### config.mk
export PLATFORM = sky130hd
export DESIGN_NAME = owm_engine
export DESIGN_NICKNAME = d
export VERILOG_FILES = /design/src/rtl/owm_pkg.sv /design/src/rtl/owm_tick.sv /design/src/rtl/owm_sync.sv /design/src/rtl/owm_seq.sv /design/src/rtl/owm_engine.sv
export SDC_FILE = /design/constraint.sdc
export NUM_CORES = 1
export LEC_CHECK = 0
export BUFFER_PORTS_ARGS = -buffer_cell sky130_fd_sc_hd__buf_2
export CAP_MARGIN = 20
export CORE_MARGIN = 2
export CORE_UTILIZATION = 65
export CTS_CLUSTER_DIAMETER = 60
export DETAILED_ROUTE_END_ITERATION = 7
export GPL_TIMING_DRIVEN = 1
export PLACE_DENSITY = 0.84
export SYNTH_ARGS = -nofsm -noshare
export SYNTH_HDL_FRONTEND = slang
export SYNTH_SLANG_ARGS = --single-unit
### constraint.sdc
create_clock -name clk_i -period 4.8 [get_ports clk_i]
set_clock_uncertainty 0.15 [all_clocks]
set_input_delay 0 -clock clk_i [delete_from_list [all_inputs] [get_ports clk_i]]
set_output_delay 0 -clock clk_i [all_outputs]
set_load 0.01 [all_outputs]
### src/rtl/owm_pkg.sv
package owm_pkg;

  typedef enum logic [1:0] {
    OP_WR0   = 2'b00,
    OP_WR1   = 2'b01,
    OP_READ  = 2'b10,
    OP_RESET = 2'b11
  } op_e;

  typedef enum logic [1:0] {
    PRES_YES  = 2'b00,
    PRES_NONE = 2'b01,
    PRES_ERR  = 2'b10
  } pres_e;

  // all values in half-microsecond ticks
  localparam int REG_SLOT    = 140;
  localparam int REG_REC     = 4;
  localparam int REG_W1_LOW  = 12;
  localparam int REG_W0_LOW  = 120;
  localparam int REG_RD_LOW  = 12;
  localparam int REG_RD_SAMP = 26;
  localparam int REG_RST_LOW = 960;
  localparam int REG_RST_HI  = 960;
  localparam int REG_ERR_CHK = 10;
  localparam int REG_PD_SAMP = 140;

  localparam int OD_SLOT     = 20;
  localparam int OD_REC      = 4;
  localparam int OD_W1_LOW   = 2;
  localparam int OD_W0_LOW   = 15;
  localparam int OD_RD_LOW   = 2;
  localparam int OD_RD_SAMP  = 3;
  localparam int OD_RST_LOW  = 140;
  localparam int OD_RST_HI   = 96;
  localparam int OD_ERR_CHK  = 2;
  localparam int OD_PD_SAMP  = 17;

  localparam int MAX_TICKS = REG_RST_LOW + REG_RST_HI;
  localparam int CNT_W     = $clog2(MAX_TICKS + 1);

  typedef struct packed {
    logic [CNT_W-1:0] low_end;
    logic [CNT_W-1:0] chk_at;
    logic [CNT_W-1:0] samp_at;
    logic [CNT_W-1:0] last;
  } plan_t;

  function automatic logic [CNT_W-1:0] tk(input int v);
    return CNT_W'(v);
  endfunction

  function automatic plan_t op_plan(input op_e op, input logic od);
    plan_t p;
    int slot_tot;
    slot_tot = od ? (OD_SLOT + OD_REC) : (REG_SLOT + REG_REC);
    p.chk_at  = '0;
    p.samp_at = '0;
    p.last    = tk(slot_tot - 1);
    case (op)
      OP_WR0:  p.low_end = od ? tk(OD_W0_LOW) : tk(REG_W0_LOW);
      OP_WR1:  p.low_end = od ? tk(OD_W1_LOW) : tk(REG_W1_LOW);
      OP_READ: begin
        p.low_end = od ? tk(OD_RD_LOW)  : tk(REG_RD_LOW);
        p.samp_at = od ? tk(OD_RD_SAMP) : tk(REG_RD_SAMP);
      end
      default: begin
        p.low_end = od ? tk(OD_RST_LOW) : tk(REG_RST_LOW);
        p.chk_at  = od ? tk(OD_RST_LOW + OD_ERR_CHK) : tk(REG_RST_LOW + REG_ERR_CHK);
        p.samp_at = od ? tk(OD_RST_LOW + OD_PD_SAMP) : tk(REG_RST_LOW + REG_PD_SAMP);
        p.last    = od ? tk(OD_RST_LOW + OD_RST_HI - 1) : tk(REG_RST_LOW + REG_RST_HI - 1);
      end
    endcase
    return p;
  endfunction

endpackage

### src/rtl/owm_tick.sv
module owm_tick #(
  parameter int DIV = 50
) (
  input  logic clk_i,
  input  logic rst_ni,
  input  logic clr_i,
  output logic tick_o
);
  localparam int DW = (DIV > 1) ? $clog2(DIV) : 1;
  localparam logic [DW-1:0] TOP = DW'(DIV - 1);

  logic [DW-1:0] div_q;

  always_ff @(posedge clk_i or negedge rst_ni) begin
    if (!rst_ni)            div_q <= '0;
    else if (clr_i)         div_q <= '0;
    else if (div_q == TOP)  div_q <= '0;
    else                    div_q <= div_q + 1'b1;
  end

  assign tick_o = (div_q == TOP);
endmodule

### src/rtl/owm_sync.sv
module owm_sync #(
  parameter int STAGES = 2
) (
  input  logic clk_i,
  input  logic rst_ni,
  input  logic d_i,
  output logic q_o
);
  logic [STAGES-1:0] sr_q;

  always_ff @(posedge clk_i or negedge rst_ni) begin
    if (!rst_ni) sr_q <= '1;
    else         sr_q <= {sr_q[STAGES-2:0], d_i};
  end

  assign q_o = sr_q[STAGES-1];
endmodule

### src/rtl/owm_seq.sv
module owm_seq
  import owm_pkg::*;
(
  input  logic       clk_i,
  input  logic       rst_ni,
  input  logic       tick_i,
  input  logic       start_i,
  input  op_e        op_i,
  input  logic       od_i,
  input  logic       line_i,
  output logic       busy_o,
  output logic       pull_o,
  output logic       done_o,
  output logic       bit_o,
  output logic [1:0] pres_o,
  output logic       err_o
);
  logic             busy_q, done_q, bit_q, err_q, chk_low_q, samp_low_q;
  logic [1:0]       pres_q;
  op_e              op_q;
  plan_t            plan_q;
  logic [CNT_W-1:0] cnt_q;
  logic             is_rst;

  assign is_rst = (op_q == OP_RESET);

  always_ff @(posedge clk_i or negedge rst_ni) begin
    if (!rst_ni) begin
      busy_q     <= 1'b0;
      done_q     <= 1'b0;
      bit_q      <= 1'b1;
      err_q      <= 1'b0;
      pres_q     <= PRES_NONE;
      chk_low_q  <= 1'b0;
      samp_low_q <= 1'b0;
      op_q       <= OP_WR1;
      plan_q     <= '0;
      cnt_q      <= '0;
    end else begin
      done_q <= 1'b0;
      if (!busy_q) begin
        if (start_i) begin
          busy_q     <= 1'b1;
          cnt_q      <= '0;
          op_q       <= op_i;
          plan_q     <= op_plan(op_i, od_i);
          chk_low_q  <= 1'b0;
          samp_low_q <= 1'b0;
        end
      end else if (tick_i) begin
        if (is_rst && cnt_q == plan_q.chk_at && !line_i) chk_low_q <= 1'b1;
        if (is_rst && cnt_q == plan_q.samp_at)           samp_low_q <= !line_i;
        if (op_q == OP_READ && cnt_q == plan_q.samp_at)  bit_q <= line_i;
        if (cnt_q == plan_q.last) begin
          busy_q <= 1'b0;
          done_q <= 1'b1;
          if (is_rst) begin
            err_q  <= chk_low_q;
            pres_q <= chk_low_q ? PRES_ERR : (samp_low_q ? PRES_YES : PRES_NONE);
          end
        end else begin
          cnt_q <= cnt_q + 1'b1;
        end
      end
    end
  end

  assign busy_o = busy_q;
  assign pull_o = busy_q && (cnt_q < plan_q.low_end);
  assign done_o = done_q;
  assign bit_o  = bit_q;
  assign pres_o = pres_q;
  assign err_o  = err_q;
endmodule

### src/rtl/owm_engine.sv
module owm_engine
  import owm_pkg::*;
#(
  parameter int CLK_PER_HALF_US = 50,
  parameter int SYNC_STAGES     = 2
) (
  input  logic       clk_i,
  input  logic       rst_ni,
  input  logic       cmd_valid_i,
  input  logic [1:0] cmd_op_i,
  input  logic       cmd_od_i,
  input  logic       bus_i,
  output logic       bus_pd_no,
  output logic       busy_o,
  output logic       done_o,
  output logic       bit_o,
  output logic [1:0] pres_o,
  output logic       bus_err_o
);
  logic accept, tick, line_s, pull;

  assign accept = cmd_valid_i && !busy_o;

  owm_tick #(.DIV(CLK_PER_HALF_US)) u_tick (
    .clk_i(clk_i), .rst_ni(rst_ni), .clr_i(accept), .tick_o(tick)
  );

  owm_sync #(.STAGES(SYNC_STAGES)) u_sync (
    .clk_i(clk_i), .rst_ni(rst_ni), .d_i(bus_i), .q_o(line_s)
  );

  owm_seq u_seq (
    .clk_i(clk_i), .rst_ni(rst_ni), .tick_i(tick), .start_i(accept),
    .op_i(op_e'(cmd_op_i)), .od_i(cmd_od_i), .line_i(line_s),
    .busy_o(busy_o), .pull_o(pull), .done_o(done_o), .bit_o(bit_o),
    .pres_o(pres_o), .err_o(bus_err_o)
  );

  assign bus_pd_no = ~pull;
endmodule

* Word-level counts from Yosys, hierarchy flattened *
Cells that the tools add are included.

cells by class
  bitwise operators = 2
  add/subtract/negate cells = 3
  multiplexer cells = 34
  reductions and logical operators = 19
  eq/ne operators = 12
  order comparisons = 1

operators by type and width
  cell                   count
  $mux 11                8
  $pmux 11 s2            2
  $eq 11x11->1           3
  $mux 10                2
  $mux 1                 15
  $mux 6                 2
  $reduce_and 3->1       4
  $add 11x1->11 const B  1
  $lt 11x11->1           1
  $sub 11x2->11 const B  1
  $mux 8                 1
  $ne 2x2->1 const B     4
  $mux 7                 1
  $add 6x1->6 const B    1
  $eq 2x2->1 const B     3
  $eq 6x6->1 const B     1
  $logic_and 1x1->1      6
  $mux 5                 1
  $mux 4                 1
  $reduce_and 4->1       1
  $reduce_or 2->1        2
  $reduce_or 3->1        1
  $eq 2x1->1 const B     1
  $logic_not 1->1        2
  5 further kinds        6

word-level totals
  bits of input ports = 7
  bits in registers = 73
  logic and storage cells = 86
  output and inout bits = 7

* Longest topological paths before layout *
Gate-level depths: netlist of the first run.

  word-level depth = 6
  depth in mapped cells = 8
  mapped depth without buffers = 7

* Hierarchy *
A second synthesis of the first run with hierarchy kept.

second synthesis, totals
  cells, all modules = 270
  area, all modules = 2,636.3 um^2

by module, submodules not included
  module      seq. area each (um^2)  cells an instance  instances  area each (um^2)
  owm_seq     954.7                  240                1          2,284.7
  owm_tick    150.1                  26                 1          281.5
  owm_sync    52.6                   2                  1          52.6
  owm_engine  0.0                    2                  1          17.5

* Least setup slack after synthesis of the first run *
Ideal clock, no wire load.

  path kind = register -> register
  start point = register u_seq.plan_q[41] (netlist name)
  end point = register u_seq.err_q (netlist: u_seq.err_o)
  data arrival time = 1,864 ps
  clock period less this slack = 2,141 ps
  setup slack = 2,659 ps
  setup time = 128 ps
  stages on the path, launching flop included = 7
  required time = 4,522 ps
  buffers on the path = 0
  cells stage by stage = dfrtp_1 -> inv_1 -> ha_1 -> nand2_1 -> or4_4 -> nor3_2 -> mux2_1

RTL lines
  element               line           source
  to (signal assigned)  owm_seq.sv:58  err_q <= chk_low_q;
  to (decl)             owm_seq.sv:18  logic busy_q, done_q, bit_q, err_q, chk_low_q, samp_low_q;

==> results.yml, run 1 <==
outcome:
  outcome: "finished, final reports clean"
detailed_routing:
  first_pass_iters: 4
  routed_wl_mm: 5.17
  via_count: 1974
  wl_per_cell_um: 15.3
  drtIter0Drc: 117
  viasPerCell: 5.86
  drc: 0
  drtAntennaViolNets: 0
grt:
  antenna_found_initial: 0
  overflow: 0
  track_usage_pct: 26.0
  grt_pass1_wl_mm: 8.73
  grt_max_degree: 54
  grt_pass1_vias: 1926
floorplan:
  ios: 14
  dieArea_um2: 4600
  die_w_um: 67.8
  start_util_pct: 66.6
  die_y_um: 67.8
  core_um2: 3970
  core.rowCount: 23
cts:
  cts_tree: "done"
  clk_latency_ns: 0.30
  clockBufferDepth: 2
  cts.sinks: 46
  htreeDepth: 2
  clkTransAtPathRegs_ns: 0.08
  cts_made_buffers: 5
  cts-root-buf: "clkbuf_8"
logic_synthesis:
  syn_avg_cell_area_um2: 9.62
  yosys.cell_types.count: 38
  synthCells: 275
  yosysWarningCount: 0
  synth_seq_cells: 46
  synth_fp_nets: 303
  synth_area_um2: 2650
  yosysSeqAreaShare_pct: 43.7
power_and_ir_drop:
  power_mw: 1.20
  powerDensity_nw_per_um2: 411
  p_leak_nw: 1.45
  peakVddDrop_v: 0.000236
sta:
  worstMarginPinSlew_ns: 0.493
  post-route-period-util_pct: 49.4
  fmax_mhz: 421
  slew_headroom_pct: 67.1
  setup-tns-final_ns: 0
  rsz0062_at_grt: "no"
  hold_viol: 0
  setup_violations: 0
  layout_min_cycle_time_ns: 2.37
  slew_viol_final: 0
  setup_ws_ns: 2.43
layout:
  drive_gt1_share_pct: 13.6
  final_util_pct: 73.6
  area_growth_pct: 10.5
  nNetsFinal: 314
  fillers: 269
  final_cells: 337
  antenna_cells: 0
setup_path:
  cp_max_fo: 12
  cp-startpoint: "u_seq.plan_q[41]"
  cp-endpoint: "u_seq.err_o"
  crit_required_ns: 4.84
  cp-start-kind: "register"
  r2r_cells: 6
  r2r_end: "u_seq.err_o"
  path_class: "register to register"
  cp-end-kind: "register"
  crit_arrival_ns: 2.41
  rrSetupSlack_ns: 2.43
  r2r_start: "u_seq.plan_q[41]"
placement:
  dp_hpwl_mm: 3.59
  dp_cells: 322
  pre_cts_ws_ns: 2.43
  io_buffers: 13
  gp_congestion: 0.915
job:
  max_cap_viol_count: 0
min_path:
  min_path_type: "input pin to asynchronous set/reset pin"
==> per-stage QoR <==
stage | hold slack [ns] | area (um^2)
6_report | 0.0117 | 2920
5_1_grt | 0.0591 | 2920
4_1_cts | 0.174 | 2900
3_5_place_dp | -0.0431 | 2700
3_3_place_gp | -0.0456 | 2700
2_1_floorplan | -0.446 | 2650
==> critical path: stages (launching register included) <==
cell and delay (ns):
dfrtp_1 0.42, inv_1 0.08, ha_1 0.30, nand2_1 0.07, or4_4 0.61, nor3_2 0.27, mux2_1 0.35
==> cell families (layout without fill, tap and decap cells) <==
kind of cell    count (synthesis)  in the layout  synth area share (%)
fa+ha+maj                      21             21                  10.2
flops                          46             46                  43.7
mux                            19             19                  7.52
xor+xnor                       17             17                  5.63
compound gates                 40             40                  9.41
simple gates                  100            100                  18.3
buf+inv                        32             44                  5.15
==> area by class of cell <==
type / instances / area, um^2 / share of cell area, %
multi-input cells: 197 / 1350 / 46.3
flip-flops and latches: 46 / 1160 / 39.6
repair buffers: 21 / 153 / 5.22
clock buffers: 6 / 82.6 / 2.82
well taps: 50 / 62.6 / 2.14
clock inverters: 2 / 60.1 / 2.05
inverters: 15 / 56.3 / 1.93
==> cells in the mapped netlist, drive strengths merged <==
cell,count,area share (%)
dfstp,5,5.0
and4,1,0.33
mux2i,12,4.5
ha,20,9.5
o211ai,4,1.5
buf,6,1.5
o21ai,21,4.0
nor2,20,2.8
a221o,1,0.38
nand4,5,1.2
o31ai,2,0.57
nand2b,7,1.7
clkbuf,11,1.6
xor2,13,4.3
nand2,37,5.2
nor3b,1,0.28
fa,1,0.76
inv,15,2.1
and3,4,0.95
xnor2,4,1.3
or4,2,0.71
or3,1,0.24
and4bb,1,0.47
a21o,3,0.85
mux2,7,3.0
dfrtp,41,39
nand3,10,1.9
nor4,2,0.47
nor3,9,2.1
o41ai,3,0.99
a21oi,6,1.1
==> state kept, by name, indices dropped and copies added, names as in the netlist <==
name,cells
u_seq.chk_low_q,1
u_seq.busy_o,1
u_seq.bit_o,1
u_seq.op_q,2
u_seq.samp_low_q,1
u_seq.plan_q,18
u_seq.done_o,1
u_sync.sr_q,2
u_seq.err_o,1
u_seq.cnt_q,11
u_seq.pres_o,1
u_tick.div_q,6
==> placed cells by master, fill, tap and decap left out, drive strengths merged, types with 7 or more instances in the layout <==
master  instances
dfrtp          41
nand2          37
o21ai          21
nor2           20
ha             20
inv            15
buf            15
xor2           13
mux2i          12
nand3          10
nor3            9
nand2b          7
mux2            7
==> layer usage <==
layer / wire [um] / global-route usage [%] / share of wire (%)
met4: 126 / 11.0 / 2.4
met3: 224 / 6.33 / 4.3
met2: 2490 / 41.1 / 48
met5: 0 / 0 / 0
met1: 2330 / 34.2 / 45
==> where the power goes <==
part	switching, mW	total [mW]	leakage (nW)	internal [mW]
logic	0.155	0.293	0.825	0.138
registers	0.0998	0.556	0.556	0.456
clock network	0.131	0.353	0.0714	0.222
total	0.385	1.20	1.45	0.816
==> how the worst min path moves through the flow <==
stage                       from              to  slack [ns]  cells after the start
after floorplan           rst_ni    u_seq.busy_o       -0.45                      0
after global placement     bus_i  u_sync.sr_q[0]       -0.05                      1
after detailed placement   bus_i  u_sync.sr_q[0]       -0.04                      1
after CTS                  bus_i  u_sync.sr_q[0]        0.17                      2
after global routing      rst_ni  u_seq.cnt_q[5]        0.06                      2
final                     rst_ni  u_seq.cnt_q[5]        0.01                      2
==> what timing repair did <==
item,CTS,global route
hold buffers,6,0
setup buffers,0,0
resized for setup,0,0
endpoints found under the hold margin,51,0
(Power assumes the default switching activity.)
==> inputs of run 2 (changes only) <==
--- a/config.mk
+++ b/config.mk
@@ -8,11 +8,11 @@
 export BUFFER_PORTS_ARGS = -buffer_cell sky130_fd_sc_hd__buf_2
 export CAP_MARGIN = 20
 export CORE_MARGIN = 2
-export CORE_UTILIZATION = 65
+export CORE_UTILIZATION = 55
 export CTS_CLUSTER_DIAMETER = 60
 export DETAILED_ROUTE_END_ITERATION = 7
 export GPL_TIMING_DRIVEN = 1
-export PLACE_DENSITY = 0.84
+export PLACE_DENSITY = 0.76
 export SYNTH_ARGS = -nofsm -noshare
 export SYNTH_HDL_FRONTEND = slang
 export SYNTH_SLANG_ARGS = --single-unit
==> constraint.sdc (replaced) <==
create_clock -name clk_i -period 2.1 [get_ports clk_i]
set_clock_uncertainty 0.15 [all_clocks]
set_input_delay 0 -clock clk_i [delete_from_list [all_inputs] [get_ports clk_i]]
set_output_delay 0 -clock clk_i [all_outputs]
set_load 0.01 [all_outputs]
==> run 2 against run 1 <==
  * The run now ends with negative setup slack left
  * Sequential share of layout area decreased by 3.7 points
  * Critical path depth increased by 1
  * Final cell count up 9.5%
==> results.yml, run 2 (same netlist as run 1, synthesis figures left out) <==
detailed_routing:
  viasPerCell: 5.55
  first_pass_iters: 4
  drc: 0
  via_count: 2048
  wl_per_cell_um: 15.2
  drtAntennaViolNets: 0
  routed_wl_mm: 5.61
  drtIter0Drc: 214
grt:
  grt_pass1_vias: 1891
  track_usage_pct: 22.2
  overflow: 0
  antenna_found_initial: 0
  grt_max_degree: 54
  grt_pass1_wl_mm: 9.03
layout:
  area_growth_pct: 22.1
  layout_common_cells: "dfrtp_1, nand2_1, buf_4"
  antenna_cells: 0
  largest_register_ffs: 18
  regMostFlops: "u_seq.plan_q"
  largestRegisters: "u_seq.plan_q x18, u_seq.cnt_q x11, u_tick.div_q x6"
  final_common_cell: "dfrtp_1"
  drive_gt1_share_pct: 27.9
  nNetsFinal: 342
placement:
  io_buffers: 13
  dp_hpwl_mm: 3.75
  gp_congestion: 0.867
  pre_cts_ws_ns: -0.0172
power_and_ir_drop:
  power_mw: 2.76
  powerDensity_nw_per_um2: 855
  power_frac_clock_pct: 21.0
  power_frac_comb_pct: 35.4
  p_switching_uw: 982
  p_leak_nw: 1.59
  peakVddDrop_v: 0.000515
  swShare_pct: 35.6
  cell_internal_pwr_mw: 1.78
  power_frac_seq_pct: 43.6
sta:
  setup_ws_ns: -0.0352
  fmax_mhz: 468
  layout_min_cycle_time_ns: 2.14
  slew_headroom_pct: 61.6
  setup_violations: 5
  post-route-period-util_pct: 102
  rsz0062_at_grt: "yes"
  hold_viol: 0
  worstMarginPinSlew_ns: 0.576
  slew_viol_final: 0
floorplan:
  dieArea_um2: 5380
  die_y_um: 73.4
  core_um2: 4690
  ios: 14
  die_w_um: 73.4
  start_util_pct: 56.4
  core.rowCount: 25
setup_path:
  crit_arrival_ns: 1.99
  path_class: "register to primary output"
  critical_path.slowest_cell: "dfrtp_1"
  cp-start-kind: "register"
  cp_max_fo: 2
  cp-end-kind: "primary output"
  r2r_cells: 5
  r2r_start: "u_seq.cnt_q[8]"
  slowest_delay_ns: 0.40
  rrSetupSlack_ns: -0.04
  r2r_end: "u_seq.err_o"
  critPathBufInv: 2
  critPathTopFamily: "compound AO/OA/AOI/OAI gates"
  path_cells: "buf_6 > ha_4 > a21o_1 > a21oi_2 > o211ai_1 > a221o_1 > buf_2"
  crit_required_ns: 1.95
cts:
  cts.sinks: 46
  cts_tree: "done"
  clockBufferDepth: 2
  clkTransAtPathRegs_ns: 0.09
  htreeDepth: 2
  clk_latency_ns: 0.31
  cts-root-buf: "clkbuf_8"
  cts_made_buffers: 5
job:
  max_cap_viol_count: 0
outcome:
  outcome: "finished with violations"
  failed_checks: "negative setup slack"
min_path:
  min_path_type: "input pin to asynchronous set/reset pin"
## run 2: worst max path at each step
stage	depth (start not counted)	to	start
final	7	bus_pd_no	u_seq.cnt_q[1]
after global placement	5	u_seq.err_o	u_seq.cnt_q[8]
after detailed placement	7	u_seq.cnt_q[8]	u_seq.plan_q[41]
after global routing	6	u_seq.err_o	u_seq.plan_q[41]
after floorplan	6	u_seq.err_o	u_seq.plan_q[41]
after CTS	7	u_seq.cnt_q[2]	u_seq.plan_q[41]
## run 2: area by class of cell
| cell class | instances | area (um^2) |
|---|---|---|
| fillers | 335 | 1460 |
| clock buffers | 5 | 68.8 |
| well taps | 54 | 67.6 |
| clock inverters | 3 | 25.0 |
| repair buffers | 49 | 385 |
| inverters | 15 | 56.3 |
| multi-input cells | 197 | 1470 |
| flip-flops and latches | 46 | 1160 |
## run 2: routing by layer
layer	wire, um	share of wire (%)	GRT usage [%]
met5	0	0	0
met4	144	2.6	9.29
met2	2520	45	33.0
met1	2700	48	31.7
met3	247	4.4	4.39
## run 2: timing repair
action | in CTS | in global routing
pin swaps | 5 | 9
buffers inserted | 3 | 2
endpoints found under the hold margin | 51 | 0
hold buffers | 6 | 0
endpoints found under the setup margin | 10 | 16
resized for setup | 12 | 16
## run 2: tightest hold or removal path, cell delays in order
cell and delay, ns:
dlygate4sd3_1 0.52, buf_2 0.09, buf_4 0.47
## run 2: per-stage QoR
step                      TNS, ns  hold WS [ns]  std cells  util (%)  area (um^2)
after floorplan                 0        -0.446        275         -         2650
after global placement          0       -0.0452        350      61.9         2910
after detailed placement  -0.0355       -0.0396        350      61.9         2910
after CTS                 -0.0489         0.169        367      66.8         3130
after global routing       -0.885         0.182        369      68.9         3230
final                      -0.111         0.152        369      68.9         3230
## run 2: power groups by stage
stage | logic (mW) | clock network [mW] | registers [mW]
final | 0.977 | 0.579 | 1.20
after global routing | 1.10 | 0.631 | 1.23
after CTS | 0.922 | 0.586 | 1.19
after detailed placement | 0.846 | 0 | 1.20
after global placement | 0.825 | 0 | 1.20
after floorplan | 0.589 | 0 | 1.17
==> inputs of run 3 (changes only) <==
--- a/config.mk
+++ b/config.mk
@@ -7,6 +7,7 @@
 export LEC_CHECK = 0
 export BUFFER_PORTS_ARGS = -buffer_cell sky130_fd_sc_hd__buf_2
 export CAP_MARGIN = 20
+export CORE_ASPECT_RATIO = 1.5
 export CORE_MARGIN = 2
 export CORE_UTILIZATION = 55
 export CTS_CLUSTER_DIAMETER = 60
==> run 3 against run 2 <==
  * The run still ends with negative setup slack left
  * Via count up 5.8%
  * Worst hold slack better by 0.0031 ns
  * Sequential power about the same
  * Utilization up 5.1 points
  * Register-to-register slack better by 0.02 ns
  * Final area up 4.9%
  * Combinational power up 19%
  * Worst setup slack worse by 0.0084 ns
  * Clock-buffer cell count up 2
  * Sequential share of layout area down 1.7 points
  * Clock power up 5.2%
  * Global-route usage up 2.8 points
  * Critical endpoint unchanged
==> results.yml, run 3 (same netlist as run 1, synthesis figures left out) <==
setup_path:
  cp_max_fo: 2
  crit_required_ns: 1.95
  crit_arrival_ns: 1.99
  cp-start-kind: "register"
  path_class: "register to primary output"
  r2r_start: "u_seq.cnt_q[3]"
  cp-end-kind: "primary output"
  cp-startpoint: "u_seq.cnt_q[1]"
floorplan:
  ios: 14
  die_y_um: 89.0
  core_um2: 4580
  start_util_pct: 57.8
  core.rowCount: 30
  dieArea_um2: 5390
  die_w_um: 60.6
detailed_routing:
  first_pass_iters: 4
  wl_per_cell_um: 16.2
  drc: 0
  via_count: 2167
  drtIter0Drc: 85
  drtAntennaViolNets: 0
  routed_wl_mm: 6.30
  viasPerCell: 5.59
sta:
  slew_headroom_pct: 61.7
  post-route-period-util_pct: 102
  rsz0062_at_grt: "yes"
  fmax_mhz: 467
  setup_ws_ns: -0.0436
  layout_min_cycle_time_ns: 2.14
  setup_violations: 3
  hold_viol: 0
  setup-tns-final_ns: -0.0662
  slew_viol_final: 0
  worstMarginPinSlew_ns: 0.575
grt:
  grt_pass1_vias: 2151
  grt_max_degree: 54
  antenna_found_initial: 0
  track_usage_pct: 25.0
  grt_pass1_wl_mm: 9.92
  overflow: 0
layout:
  antenna_cells: 0
  nNetsFinal: 351
  layout_common_cells: "dfrtp_1, nand2_1, buf_4"
  final_common_cell: "dfrtp_1"
  regMostFlops: "u_seq.plan_q"
  largestRegisters: "u_seq.plan_q x18, u_seq.cnt_q x11, u_tick.div_q x6"
  final_cells: 388
  final_area_um2: 3390
  fillers: 319
  drive_gt1_share_pct: 31.5
  area_growth_pct: 28.0
  largest_register_ffs: 18
cts:
  clkTransAtPathRegs_ns: 0.09
  htreeDepth: 2
  clockBufferDepth: 2
  clk_latency_ns: 0.31
  cts.sinks: 46
  cts_tree: "done"
  cts-root-buf: "clkbuf_8"
  cts_made_buffers: 5
power_and_ir_drop:
  p_leak_nw: 1.67
  powerDensity_nw_per_um2: 869
  power_mw: 2.94
  peakVddDrop_v: 0.000552
placement:
  pre_cts_ws_ns: -0.131
  io_buffers: 13
  gp_congestion: 0.925
  dp_hpwl_mm: 4.08
  dp_cells: 363
  place_area_um2: 2940
min_path:
  min_path_type: "input pin to asynchronous set/reset pin"
outcome:
  failed_checks: "negative setup slack"
  outcome: "finished with violations"
job:
  max_cap_viol_count: 0
[run 3: changes by cell type in the layout (fill, tap and decap cells not counted), sizes merged]
cell | before | now
buf | 43 | 52
clkbuf | 5 | 7
clkinvlp | 1 | 0
inv | 16 | 15
[run 3: timing repair]
item	in CTS	in global routing
endpoints found under the setup margin	9	15
hold buffers	6	0
gates resized for setup	16	23
setup buffers	4	7
pin swaps	11	12
endpoints found under the hold margin	50	0
[run 3: per-stage QoR]
stage	utilization [%]	hold slack, ns
2_1_floorplan	-	-0.446
3_3_place_gp	64.3	-0.0454
3_5_place_dp	64.3	-0.0432
4_1_cts	70.6	0.182
5_1_grt	74.0	0.202
6_report	74.0	0.155
[run 3: cell type report]
class	count	area, um^2	area share (%)
timing repair buffer	58	465	13.7
multi-input combinational	197	1520	44.9
sequential	46	1160	34.2
inverter	15	56.3	1.66
tap	64	80.1	2.36
clock buffer	7	96.3	2.84
clock inverter	1	8.76	0.258
[run 3: worst max-delay path, cell delays in order, from the launching register on]
cell and delay (ns):
dfrtp_1 0.40, buf_6 0.14, ha_4 0.20, a21o_1 0.18, a21oi_2 0.16, o211ai_1 0.11
a221o_1 0.36, buf_2 0.14
[run 3: final timing paths]
check	to	slack, ns	cells after the start
max	bus_pd_no	-0.04	7
min	u_seq.cnt_q[6]	0.15	3
max reg2reg	u_seq.err_o	-0.02	5
min reg2reg	u_sync.sr_q[1]	0.21	0
max in group asynchronous	u_seq.cnt_q[2]	1.23	3
min in group clk_i	u_sync.sr_q[0]	0.20	2
[run 3: per-layer routing]
| metal | up-vias | wire, um | track usage, % |
|---|---|---|---|
| met5 | - | 0 | 0 |
| met4 | 0 | 212 | 12.1 |
| met3 | 21 | 175 | 5.50 |
| met2 | 48 | 3470 | 43.9 |
| met1 | 1060 | 2440 | 27.8 |
| li1 | 1038 | - | - |
[run 3: power by group]
group	switching [mW]	internal [mW]
clock network	0.308	0.302
logic	0.595	0.565
registers	0.129	1.05
